<file path="src/rtl/tsc_pkg.sv">
package tsc_pkg;
  localparam int BASE_W  = 33;
  localparam int EXT_W   = 9;
  localparam int EXT_MOD = 300;
  localparam int RSV_W   = 6;
  localparam int STAMP_W = 64;
  localparam int PAD_W   = STAMP_W - BASE_W - RSV_W - EXT_W;

  typedef struct packed {
    logic [BASE_W-1:0] base;
    logic [EXT_W-1:0]  ext;
  } stc_t;

  // most significant reference byte lands in the top byte
  function automatic logic [STAMP_W-1:0] mk_stamp(stc_t s);
    return {s.base, {RSV_W{1'b0}}, s.ext, {PAD_W{1'b0}}};
  endfunction
endpackage

</file>
<file path="src/rtl/tsc_stc_counter.sv">
module tsc_stc_counter
  import tsc_pkg::*;
(
  input  logic clk_i,
  input  logic rst_ni,
  input  logic ld_i,
  input  stc_t ld_val_i,
  output stc_t stc_o
);
  stc_t             stc_q;
  logic [EXT_W-1:0] ld_ext_c;
  logic             wrap_c;

  assign ld_ext_c = (ld_val_i.ext >= EXT_W'(EXT_MOD)) ? EXT_W'(EXT_MOD - 1) : ld_val_i.ext;
  assign wrap_c   = (stc_q.ext == EXT_W'(EXT_MOD - 1));

  always_ff @(posedge clk_i or negedge rst_ni) begin
    if (!rst_ni) begin
      stc_q <= '0;
    end else if (ld_i) begin
      stc_q.base <= ld_val_i.base;
      stc_q.ext  <= ld_ext_c;
    end else if (wrap_c) begin
      stc_q.ext  <= '0;
      stc_q.base <= stc_q.base + BASE_W'(1);
    end else begin
      stc_q.ext  <= stc_q.ext + EXT_W'(1);
    end
  end

  assign stc_o = stc_q;


  ext_range_chk: assert property (@(posedge clk_i) disable iff (!rst_ni)
    stc_q.ext < EXT_W'(EXT_MOD));

  ext_step_chk: assert property (@(posedge clk_i) disable iff (!rst_ni)
    (!ld_i && !wrap_c) |=> (stc_q.ext == $past(stc_q.ext) + EXT_W'(1)));

  base_hold_chk: assert property (@(posedge clk_i) disable iff (!rst_ni)
    (!ld_i && !wrap_c) |=> $stable(stc_q.base));
endmodule

</file>
<file path="src/rtl/tsc_irq_gen.sv">
module tsc_irq_gen
  import tsc_pkg::*;
#(
  parameter int TICK_W = 32
) (
  input  logic              clk_i,
  input  logic              rst_ni,
  input  stc_t              stc_i,
  input  stc_t              cmp_i,
  input  stc_t              mask_i,
  input  logic              ld_i,
  input  logic [TICK_W-1:0] ticks_i,
  output logic              cmp_irq_o,
  output logic              tick_irq_o
);
  logic              match_c, match_q;
  logic [TICK_W-1:0] tick_cnt_q;

  assign match_c = &(~(stc_i ^ cmp_i) | mask_i);

  // pulse only on entry into a matching value
  always_ff @(posedge clk_i or negedge rst_ni) begin
    if (!rst_ni) begin
      match_q   <= 1'b0;
      cmp_irq_o <= 1'b0;
    end else begin
      match_q   <= match_c;
      cmp_irq_o <= match_c & ~match_q;
    end
  end

  always_ff @(posedge clk_i or negedge rst_ni) begin
    if (!rst_ni) begin
      tick_cnt_q <= '0;
      tick_irq_o <= 1'b0;
    end else if (ld_i || ticks_i == '0) begin
      tick_cnt_q <= '0;
      tick_irq_o <= 1'b0;
    end else if (tick_cnt_q >= ticks_i - TICK_W'(1)) begin
      tick_cnt_q <= '0;
      tick_irq_o <= 1'b1;
    end else begin
      tick_cnt_q <= tick_cnt_q + TICK_W'(1);
      tick_irq_o <= 1'b0;
    end
  end


  cmp_pulse_chk: assert property (@(posedge clk_i) disable iff (!rst_ni)
    cmp_irq_o |=> !cmp_irq_o);

  tick_pulse_chk: assert property (@(posedge clk_i) disable iff (!rst_ni)
    (tick_irq_o && ticks_i > TICK_W'(1)) |=> !tick_irq_o);
endmodule

</file>
<file path="src/rtl/tsc_pkt_capture.sv">
module tsc_pkt_capture
  import tsc_pkg::*;
#(
  parameter int PKT_LEN = 188,
  parameter int BYTE_W  = 8
) (
  input  logic               clk_i,
  input  logic               rst_ni,
  input  logic [BYTE_W-1:0]  byte_i,
  input  logic               pstart_i,
  input  logic               cap_en_i,
  input  stc_t               stc_i,
  output logic [BYTE_W-1:0]  byte_o,
  output logic               byte_vld_o,
  output logic               sop_o,
  output logic               eop_o,
  output logic [STAMP_W-1:0] stamp_o,
  output logic               stamp_vld_o,
  output logic               drop_o
);
  localparam int CNT_W = $clog2(PKT_LEN + 1);

  logic             in_pkt_q;
  logic [CNT_W-1:0] cnt_q;
  logic             start_c, take_c, last_c;

  assign start_c = cap_en_i & pstart_i;
  assign take_c  = cap_en_i & ~pstart_i & in_pkt_q;
  assign last_c  = (cnt_q == CNT_W'(PKT_LEN - 1));

  always_ff @(posedge clk_i or negedge rst_ni) begin
    if (!rst_ni) begin
      in_pkt_q    <= 1'b0;
      cnt_q       <= '0;
      byte_o      <= '0;
      byte_vld_o  <= 1'b0;
      sop_o       <= 1'b0;
      eop_o       <= 1'b0;
      stamp_o     <= '0;
      stamp_vld_o <= 1'b0;
      drop_o      <= 1'b0;
    end else begin
      byte_vld_o  <= 1'b0;
      sop_o       <= 1'b0;
      eop_o       <= 1'b0;
      stamp_vld_o <= 1'b0;
      drop_o      <= 1'b0;
      if (start_c) begin
        in_pkt_q   <= 1'b1;
        cnt_q      <= CNT_W'(1);
        stamp_o    <= mk_stamp(stc_i);
        byte_o     <= byte_i;
        byte_vld_o <= 1'b1;
        sop_o      <= 1'b1;
        drop_o     <= in_pkt_q;
      end else if (take_c) begin
        cnt_q      <= cnt_q + CNT_W'(1);
        byte_o     <= byte_i;
        byte_vld_o <= 1'b1;
        if (last_c) begin
          eop_o       <= 1'b1;
          stamp_vld_o <= 1'b1;
          in_pkt_q    <= 1'b0;
        end
      end
    end
  end


  cnt_bound_chk: assert property (@(posedge clk_i) disable iff (!rst_ni)
    cnt_q <= CNT_W'(PKT_LEN));

  closed_pkt_chk: assert property (@(posedge clk_i) disable iff (!rst_ni)
    eop_o |=> (!byte_vld_o || sop_o));

  drop_with_start_chk: assert property (@(posedge clk_i) disable iff (!rst_ni)
    drop_o |-> (sop_o && byte_vld_o));
endmodule

</file>
<file path="src/rtl/ts_stamp_capture.sv">
module ts_stamp_capture
  import tsc_pkg::*;
#(
  parameter int PKT_LEN = 188,
  parameter int BYTE_W  = 8,
  parameter int TICK_W  = 32
) (
  input  logic               clk_i,
  input  logic               rst_ni,
  input  logic [BYTE_W-1:0]  byte_i,
  input  logic               pstart_i,
  input  logic               cap_en_i,
  input  logic               ld_i,
  input  logic [BASE_W-1:0]  ld_base_i,
  input  logic [EXT_W-1:0]   ld_ext_i,
  input  logic [BASE_W-1:0]  cmp_base_i,
  input  logic [EXT_W-1:0]   cmp_ext_i,
  input  logic [BASE_W-1:0]  mask_base_i,
  input  logic [EXT_W-1:0]   mask_ext_i,
  input  logic [TICK_W-1:0]  ticks_i,
  output logic [BYTE_W-1:0]  byte_o,
  output logic               byte_vld_o,
  output logic               sop_o,
  output logic               eop_o,
  output logic [STAMP_W-1:0] stamp_o,
  output logic               stamp_vld_o,
  output logic               drop_o,
  output logic [BASE_W-1:0]  stc_base_o,
  output logic [EXT_W-1:0]   stc_ext_o,
  output logic               cmp_irq_o,
  output logic               tick_irq_o
);
  stc_t stc_w, ld_w, cmp_w, mask_w;

  assign ld_w   = '{base: ld_base_i,   ext: ld_ext_i};
  assign cmp_w  = '{base: cmp_base_i,  ext: cmp_ext_i};
  assign mask_w = '{base: mask_base_i, ext: mask_ext_i};

  tsc_stc_counter i_counter (
    .clk_i    (clk_i),
    .rst_ni   (rst_ni),
    .ld_i     (ld_i),
    .ld_val_i (ld_w),
    .stc_o    (stc_w)
  );

  tsc_irq_gen #(.TICK_W(TICK_W)) i_irq (
    .clk_i      (clk_i),
    .rst_ni     (rst_ni),
    .stc_i      (stc_w),
    .cmp_i      (cmp_w),
    .mask_i     (mask_w),
    .ld_i       (ld_i),
    .ticks_i    (ticks_i),
    .cmp_irq_o  (cmp_irq_o),
    .tick_irq_o (tick_irq_o)
  );

  tsc_pkt_capture #(.PKT_LEN(PKT_LEN), .BYTE_W(BYTE_W)) i_capture (
    .clk_i       (clk_i),
    .rst_ni      (rst_ni),
    .byte_i      (byte_i),
    .pstart_i    (pstart_i),
    .cap_en_i    (cap_en_i),
    .stc_i       (stc_w),
    .byte_o      (byte_o),
    .byte_vld_o  (byte_vld_o),
    .sop_o       (sop_o),
    .eop_o       (eop_o),
    .stamp_o     (stamp_o),
    .stamp_vld_o (stamp_vld_o),
    .drop_o      (drop_o)
  );

  assign stc_base_o = stc_w.base;
  assign stc_ext_o  = stc_w.ext;
endmodule

</file>
<file path="config.mk">
export PLATFORM = sky130hd
export DESIGN_NAME = ts_stamp_capture
export DESIGN_NICKNAME = d
export VERILOG_FILES = /design/src/rtl/tsc_pkg.sv /design/src/rtl/tsc_stc_counter.sv /design/src/rtl/tsc_irq_gen.sv /design/src/rtl/tsc_pkt_capture.sv /design/src/rtl/ts_stamp_capture.sv
export SDC_FILE = /design/constraint.sdc
export NUM_CORES = 1
export LEC_CHECK = 0
export BUFFER_PORTS_ARGS = -buffer_cell sky130_fd_sc_hd__buf_2
export CAP_MARGIN = 20
export CORE_ASPECT_RATIO = 1.2
export CORE_MARGIN = 2
export CORE_UTILIZATION = 30
export CTS_CLUSTER_DIAMETER = 200
export DETAILED_ROUTE_END_ITERATION = 8
export SLEW_MARGIN = 0
export SYNTH_ARGS = -nofsm -noshare
export SYNTH_HDL_FRONTEND = slang
export SYNTH_SLANG_ARGS = --single-unit
</file>
<file path="constraint.sdc">
create_clock -name clk_i -period 3.5 [get_ports clk_i]
set_clock_uncertainty 0.15 [all_clocks]
set_input_delay 0.525 -clock clk_i [delete_from_list [all_inputs] [get_ports clk_i]]
set_output_delay 0.525 -clock clk_i [all_outputs]
set_load 0.03 [all_outputs]
</file>
* Word-level counts from Yosys, hierarchy flattened
Cells that the tools add are included.
** Word-level totals
- Bits in latches :: 0
- Register bits after elaboration :: 140
- Memories kept :: 0
- Logic and storage cells :: 61
- Memory bits (read-only) :: 0
- Input port bits :: 171
- Bits in writable memories :: 0
- Output and inout bits :: 121
** Operators by class
- Reductions and logical operators :: 7
- Add/sub/neg operators :: 5
- $lt $le $gt $ge :: 2
- Shifts and indexed selects :: 0
- Divide/modulo/power cells :: 0
- Multipliers :: 0
- Bitwise logic cells :: 9
- Muxes and demuxes :: 22
- Equality and inequality tests :: 2
** Operator list (number)
- $mux 32 :: 2
- $mux 42 :: 1
- $not 42->42 :: 1
- $or 42x42->42 :: 1
- $reduce_and 42->1 :: 1
- $xor 42x42->42 :: 1
- $add 33x1->33 const B :: 1
- $mux 33 :: 1
- $add 32x1->32 const B :: 1
- $ge 32x32->1 :: 1
- $logic_not 32->1 :: 1
- $mux 8 :: 4
- $sub 32x1->32 const B :: 1
- $mux 9 :: 2
- $mux 1 :: 12
- $add 9x1->9 const B :: 1
- $eq 9x9->1 const B :: 1
- $ge 9x9->1 const B :: 1
- $add 8x1->8 const B :: 1
- $eq 8x8->1 const B :: 1
- $reduce_bool 2->1 :: 3
- $and 1x1->1 :: 4
- $not 1->1 :: 2
- $reduce_and 2->1 :: 1
- $logic_or 1x1->1 :: 1

* Longest topological paths before layout
- Depth after elaboration :: 5
- Gate-level depth with buffers :: 15
- Gate-level depth less buffers :: 14

* Cells and area by module
Synthesis repeated with hierarchy kept, for this count alone.
** Second synthesis, totals
- Cell total of the unflattened synthesis :: 920
- Area, all modules :: 8866.0 µm²
** Modules (own cells, without submodules)
- tsc_irq_gen :: times used 1, cells an instance 409, area each 3457.1 µm², sequential area each 875.8 µm²
- tsc_stc_counter :: times used 1, cells an instance 318, area each 2713.9 µm², sequential area each 1051.0 µm²
- tsc_pkt_capture :: times used 1, cells an instance 193, area each 2695.1 µm², sequential area each 1576.5 µm²

* Least setup slack after synthesis
No wires, ideal clock.
- Path type :: input to register
- From :: in ticks_i[9]
- To :: reg i_irq.tick_cnt_q[10]
- Path buffers :: 1
- Slack :: -308 ps
- Library setup time :: 136 ps
- Stages :: 13
- Data required time :: 3214 ps
- Arrival :: 3522 ps
- Cells stage by stage :: or4_4 > or4_4 > nor2_2 > nand2_2 > nor4_2 > xnor2_1 > ha_1 > nand4_1 > nor4_1 > a21oi_1 > nand2_1 > clkbuf_1 > nor3_1
** Between the ends
- Cells in the longest elaborated chain, start to end :: 4
- Elaborated cells on any way between the ends :: 6
- Classes of those cells :: add/sub: 1; order compare: 1; mux: 2; reduce/logical: 2
** RTL lines
- from (decl) :: line ts_stamp_capture.sv:20 : input logic [TICK_W-1:0] ticks_i,
- $sub 32x1->32 :: line tsc_irq_gen.sv:39 : end else if (tick_cnt_q >= ticks_i - TICK_W'(1)) begin
- $ge 32x32->1 :: line tsc_irq_gen.sv:39
- $mux 32 :: line tsc_irq_gen.sv:39
- $mux 32 * :: line tsc_irq_gen.sv:36 : end else if (ld_i || ticks_i == '0) begin
- to (signal assigned) :: line tsc_irq_gen.sv:43 : tick_cnt_q <= tick_cnt_q + TICK_W'(1);
- to (decl) :: line tsc_irq_gen.sv:17 : logic [TICK_W-1:0] tick_cnt_q;
Mark *: on every way between the ends. The rest lies on a longest branch, timed or not.
A chain may end at the register's enable or synchronous reset.

* Worst setup path after layout
- From :: in ticks_i[9]
- To :: reg i_irq.tick_cnt_q[13]
Same word-level chain as after synthesis.

==> impl_metrics.tcl <==
set metrics [dict create \
    gp_congestion 0.805 \
    clk_pin_slew_worst_paths_ns 0.06 \
    path_max_fanout 6 \
    arrival_ns 3.68 \
    io_buffers 269 \
    initial_core_util 0.306 \
    crit_family "simple AND/OR/NAND/NOR gates" \
    drt-initial-drc-count 304 \
    status "complete, but fails checks" \
    critical_path_class "in -> reg" \
    wl_per_cell_um 17.4 \
    cts_max_level 4 \
    core_area_sq_mm 0.0273 \
    num_vias 7334 \
    nets 1373 \
    cp-startpoint "ticks_i[9]" \
    final_util 0.408 \
    synth.largest_area_cell "dfrtp_1" \
    syn_to_final_growth_pct 33.4 \
    first_pass_iters 6 \
    yosysUniqueCellTypes 57 \
    p_leak_nw 5.04 \
    antenna_found_initial 7 \
    hold_start "ld_ext_i[1]" \
    cts_buffers 17 \
    cap_violations 0 \
    die_w_um 156 \
    synth.top_cell.area_share 0.420 \
    cts_buffer_depth 2 \
    ys_seq_area_frac 0.420 \
    critical_path_required_ns 3.66 \
    dp_hpwl_um 20700 \
    drc_errors 0 \
    postRouteAntennaNets 0 \
    cts_tree "done" \
    first_global_vias 7002 \
    end_kind "register" \
    n_fill_cell 2712 \
    synth_cells 851 \
    fin_crit_ns 3.52 \
    clock-root-buffer "clkbuf_16" \
    grt_overflow 0 \
    power.density_mw_per_mm2 459 \
    grt_pass1_wl_um 38800 \
    post_drt_via_cell_ratio 4.83 \
    final-hold-violation-count 0 \
    drive_gt1_frac 0.369 \
    worst_ir_drop_vdd_uv 315 \
    insertion_delay_ns 0.43 \
    wl_um 26500 \
    num_rows 66 \
    crit_buf_inv 3 \
    worstMarginPinSlew_ns 0.813 \
    pre_cts_slack_ns -0.481 \
    slew_headroom 0.458 \
    rsz0062_at_grt "true" \
    synth_area_per_cell_sq_um 9.80 \
    finalSetupViolCount 17 \
    ys_ff_latch 140 \
    fin_crit_sh 1.01 \
    crit_slowest_cell "or4_4" \
    ys_top_cells_by_area "dfrtp_1, xnor2_1, mux2_2" \
    fmax_ghz 0.284 \
    crit_path_cell_trace "buf_6 -> or4_4 -> or4_4 -> nor2_4 -> nand2_4 -> nor4_4 -> xnor2_1 -> ha_1 -> nand4_1 -> buf_4 -> nor4_4 -> nand2_2 -> o21ai_4 -> clkbuf_16 -> nor3_1" \
    grt_start_max_net_pins 76 \
    cts.sinks 140 \
    r2r_slack_ns 0.73 \
    yosys_warnings 0 \
    cp_slowest_stage_delay_ns 0.52 \
    grtUsageTotal 0.177 \
    fin_ws_ns -0.0237 \
    r2r-start "i_counter.stc_o[2]$_DFF_PN0_" \
    syn_area_sq_mm 0.00834 \
    violations "setup timing" \
    startpoint_type "input pin" \
    die_y_um 187 \
    slew_viol_final 0 \
    hold_path.class "in -> reg" \
    io_pins 292 \
    die-area_sq_mm 0.0292 \
]
per-stage QoR:
stage | instance area [sq um] | hold slack (ns) | setup TNS, ns | total power [W] | std cells
2_1_floorplan | 8440 | 0.0794 | -5.25 | 0.00271 | 872
3_3_place_gp | 10300 | 0.234 | -12.92 | 0.00319 | 1479
3_5_place_dp | 10300 | 0.233 | -15.35 | 0.00321 | 1479
4_1_cts | 10900 | 0.131 | 0 | 0.00516 | 1511
5_1_grt | 11100 | 0.150 | -5.31 | 0.00534 | 1517
6_report | 11100 | 0.157 | -0.174 | 0.00510 | 1518
final timing paths:
kind / cells past startpoint / endpoint
max in group asynchronous: 3 / i_counter.stc_o[6]$_DFF_PN0_
hold / removal: 2 / i_counter.stc_o[1]$_DFF_PN0_
min in group asynchronous: 2 / i_capture.byte_o[5]$_DFFE_PN0P_
hold reg to reg: 1 / i_irq.cmp_irq_o$_DFF_PN0_
setup reg to reg: 6 / i_counter.stc_o[35]$_DFFE_PN0P_
setup / recovery: 15 / i_irq.tick_cnt_q[13]$_DFF_PN0_
layout make-up:
cell class	instances	area (sq um)	area share
Inverter	20	75.1	0.00674
Sequential cell	140	3500	0.315
Clock buffer	18	429	0.0386
Multi-Input combinational cell	663	4680	0.421
Antenna cell	2	5.00	0.000450
Clock inverter	13	190	0.0171
Tap cell	340	425	0.0382
Timing Repair Buffer	322	1820	0.164
cell families (layout without fill, tap and decap cells):
group	Yosys count	count (layout)	share of synthesized area
compound gates	119	119	0.0838
xor+xnor	141	141	0.148
fa+ha+maj	38	38	0.0570
buf+inv	69	373	0.0441
flops	140	140	0.420
mux	44	44	0.0592
other cells	1	24	0.000449
simple gates	299	299	0.187
where the power goes:
group	total, W	internal [W]	switching [W]
Sequential	0.00196	0.00178	0.000181
Clock	0.00192	0.00120	0.000725
Combinational	0.00122	0.000457	0.000765
Total	0.00510	0.00343	0.00167
metal layers:
| metal | track usage | wire length [um] | share of wire |
|---|---|---|---|
| met2 | 0.313 | 13200 | 0.50 |
| met5 | 0 | 58 | 0.0022 |
| met1 | 0.196 | 10400 | 0.39 |
| met4 | 0.0600 | 708 | 0.027 |
| met3 | 0.0636 | 2020 | 0.076 |
synth_stat cells (all sizes together):
cell type    n
a211o        1
a21o         2
a21oi       20
a221oi       1
a22o         1
a31oi        3
and2         3
and3         4
and4         6
buf         26
clkbuf      23
conb         1
dfrtp      140
ha          38
inv         20
mux2        43
mux2i        1
nand2       89
nand2b       1
nand3       37
nand3b       1
nand4       16
nand4b       1
nor2        55
nor2b        3
nor3        49
nor3b        2
nor4        17
nor4b        1
o21a         1
o21ai       55
o22a         3
o22ai       23
o311a        1
o31ai        2
o32ai        2
o41a         2
o41ai        2
or2          3
or3          3
or4          7
or4b         1
xnor2      101
xor2        40
cell usage in the layout, fill, tap and decap left out, drive strengths merged, types with 3 or more instances in the layout:
cell	Yosys	final
buf	26	320
dfrtp	140	140
xnor2	101	101
nand2	89	89
nor2	55	55
o21ai	55	55
nor3	49	49
mux2	43	43
xor2	40	40
ha	38	38
nand3	37	37
inv	20	24
o22ai	23	23
conb	1	22
a21oi	20	20
clkbuf	23	19
nor4	17	17
nand4	16	16
or4	7	7
and4	6	6
and3	4	4
bufinv	0	4
clkinv	0	4
or3	3	3
a31oi	3	3
nor2b	3	3
o22a	3	3
and2	3	3
or2	3	3
sequential cells by signal, indices dropped and copies added (netlist names):
register / count
i_capture.byte_o: 8
i_capture.byte_vld_o: 1
i_capture.cnt_q: 8
i_capture.drop_o: 1
i_capture.eop_o: 1
i_capture.in_pkt_q: 1
i_capture.sop_o: 1
i_capture.stamp_o: 42
i_counter.stc_o: 42
i_irq.cmp_irq_o: 1
i_irq.match_q: 1
i_irq.tick_cnt_q: 32
i_irq.tick_irq_o: 1
repair_timing:
action	in CTS	in global routing
gates resized for setup	0	23
hold endpoints to repair	65	0
gates cloned	0	2
endpoints found under the setup margin	22	33
hold buffers	1	0
buffers inserted	0	2
pin swaps	1	12
(Power assumes the default switching activity.)
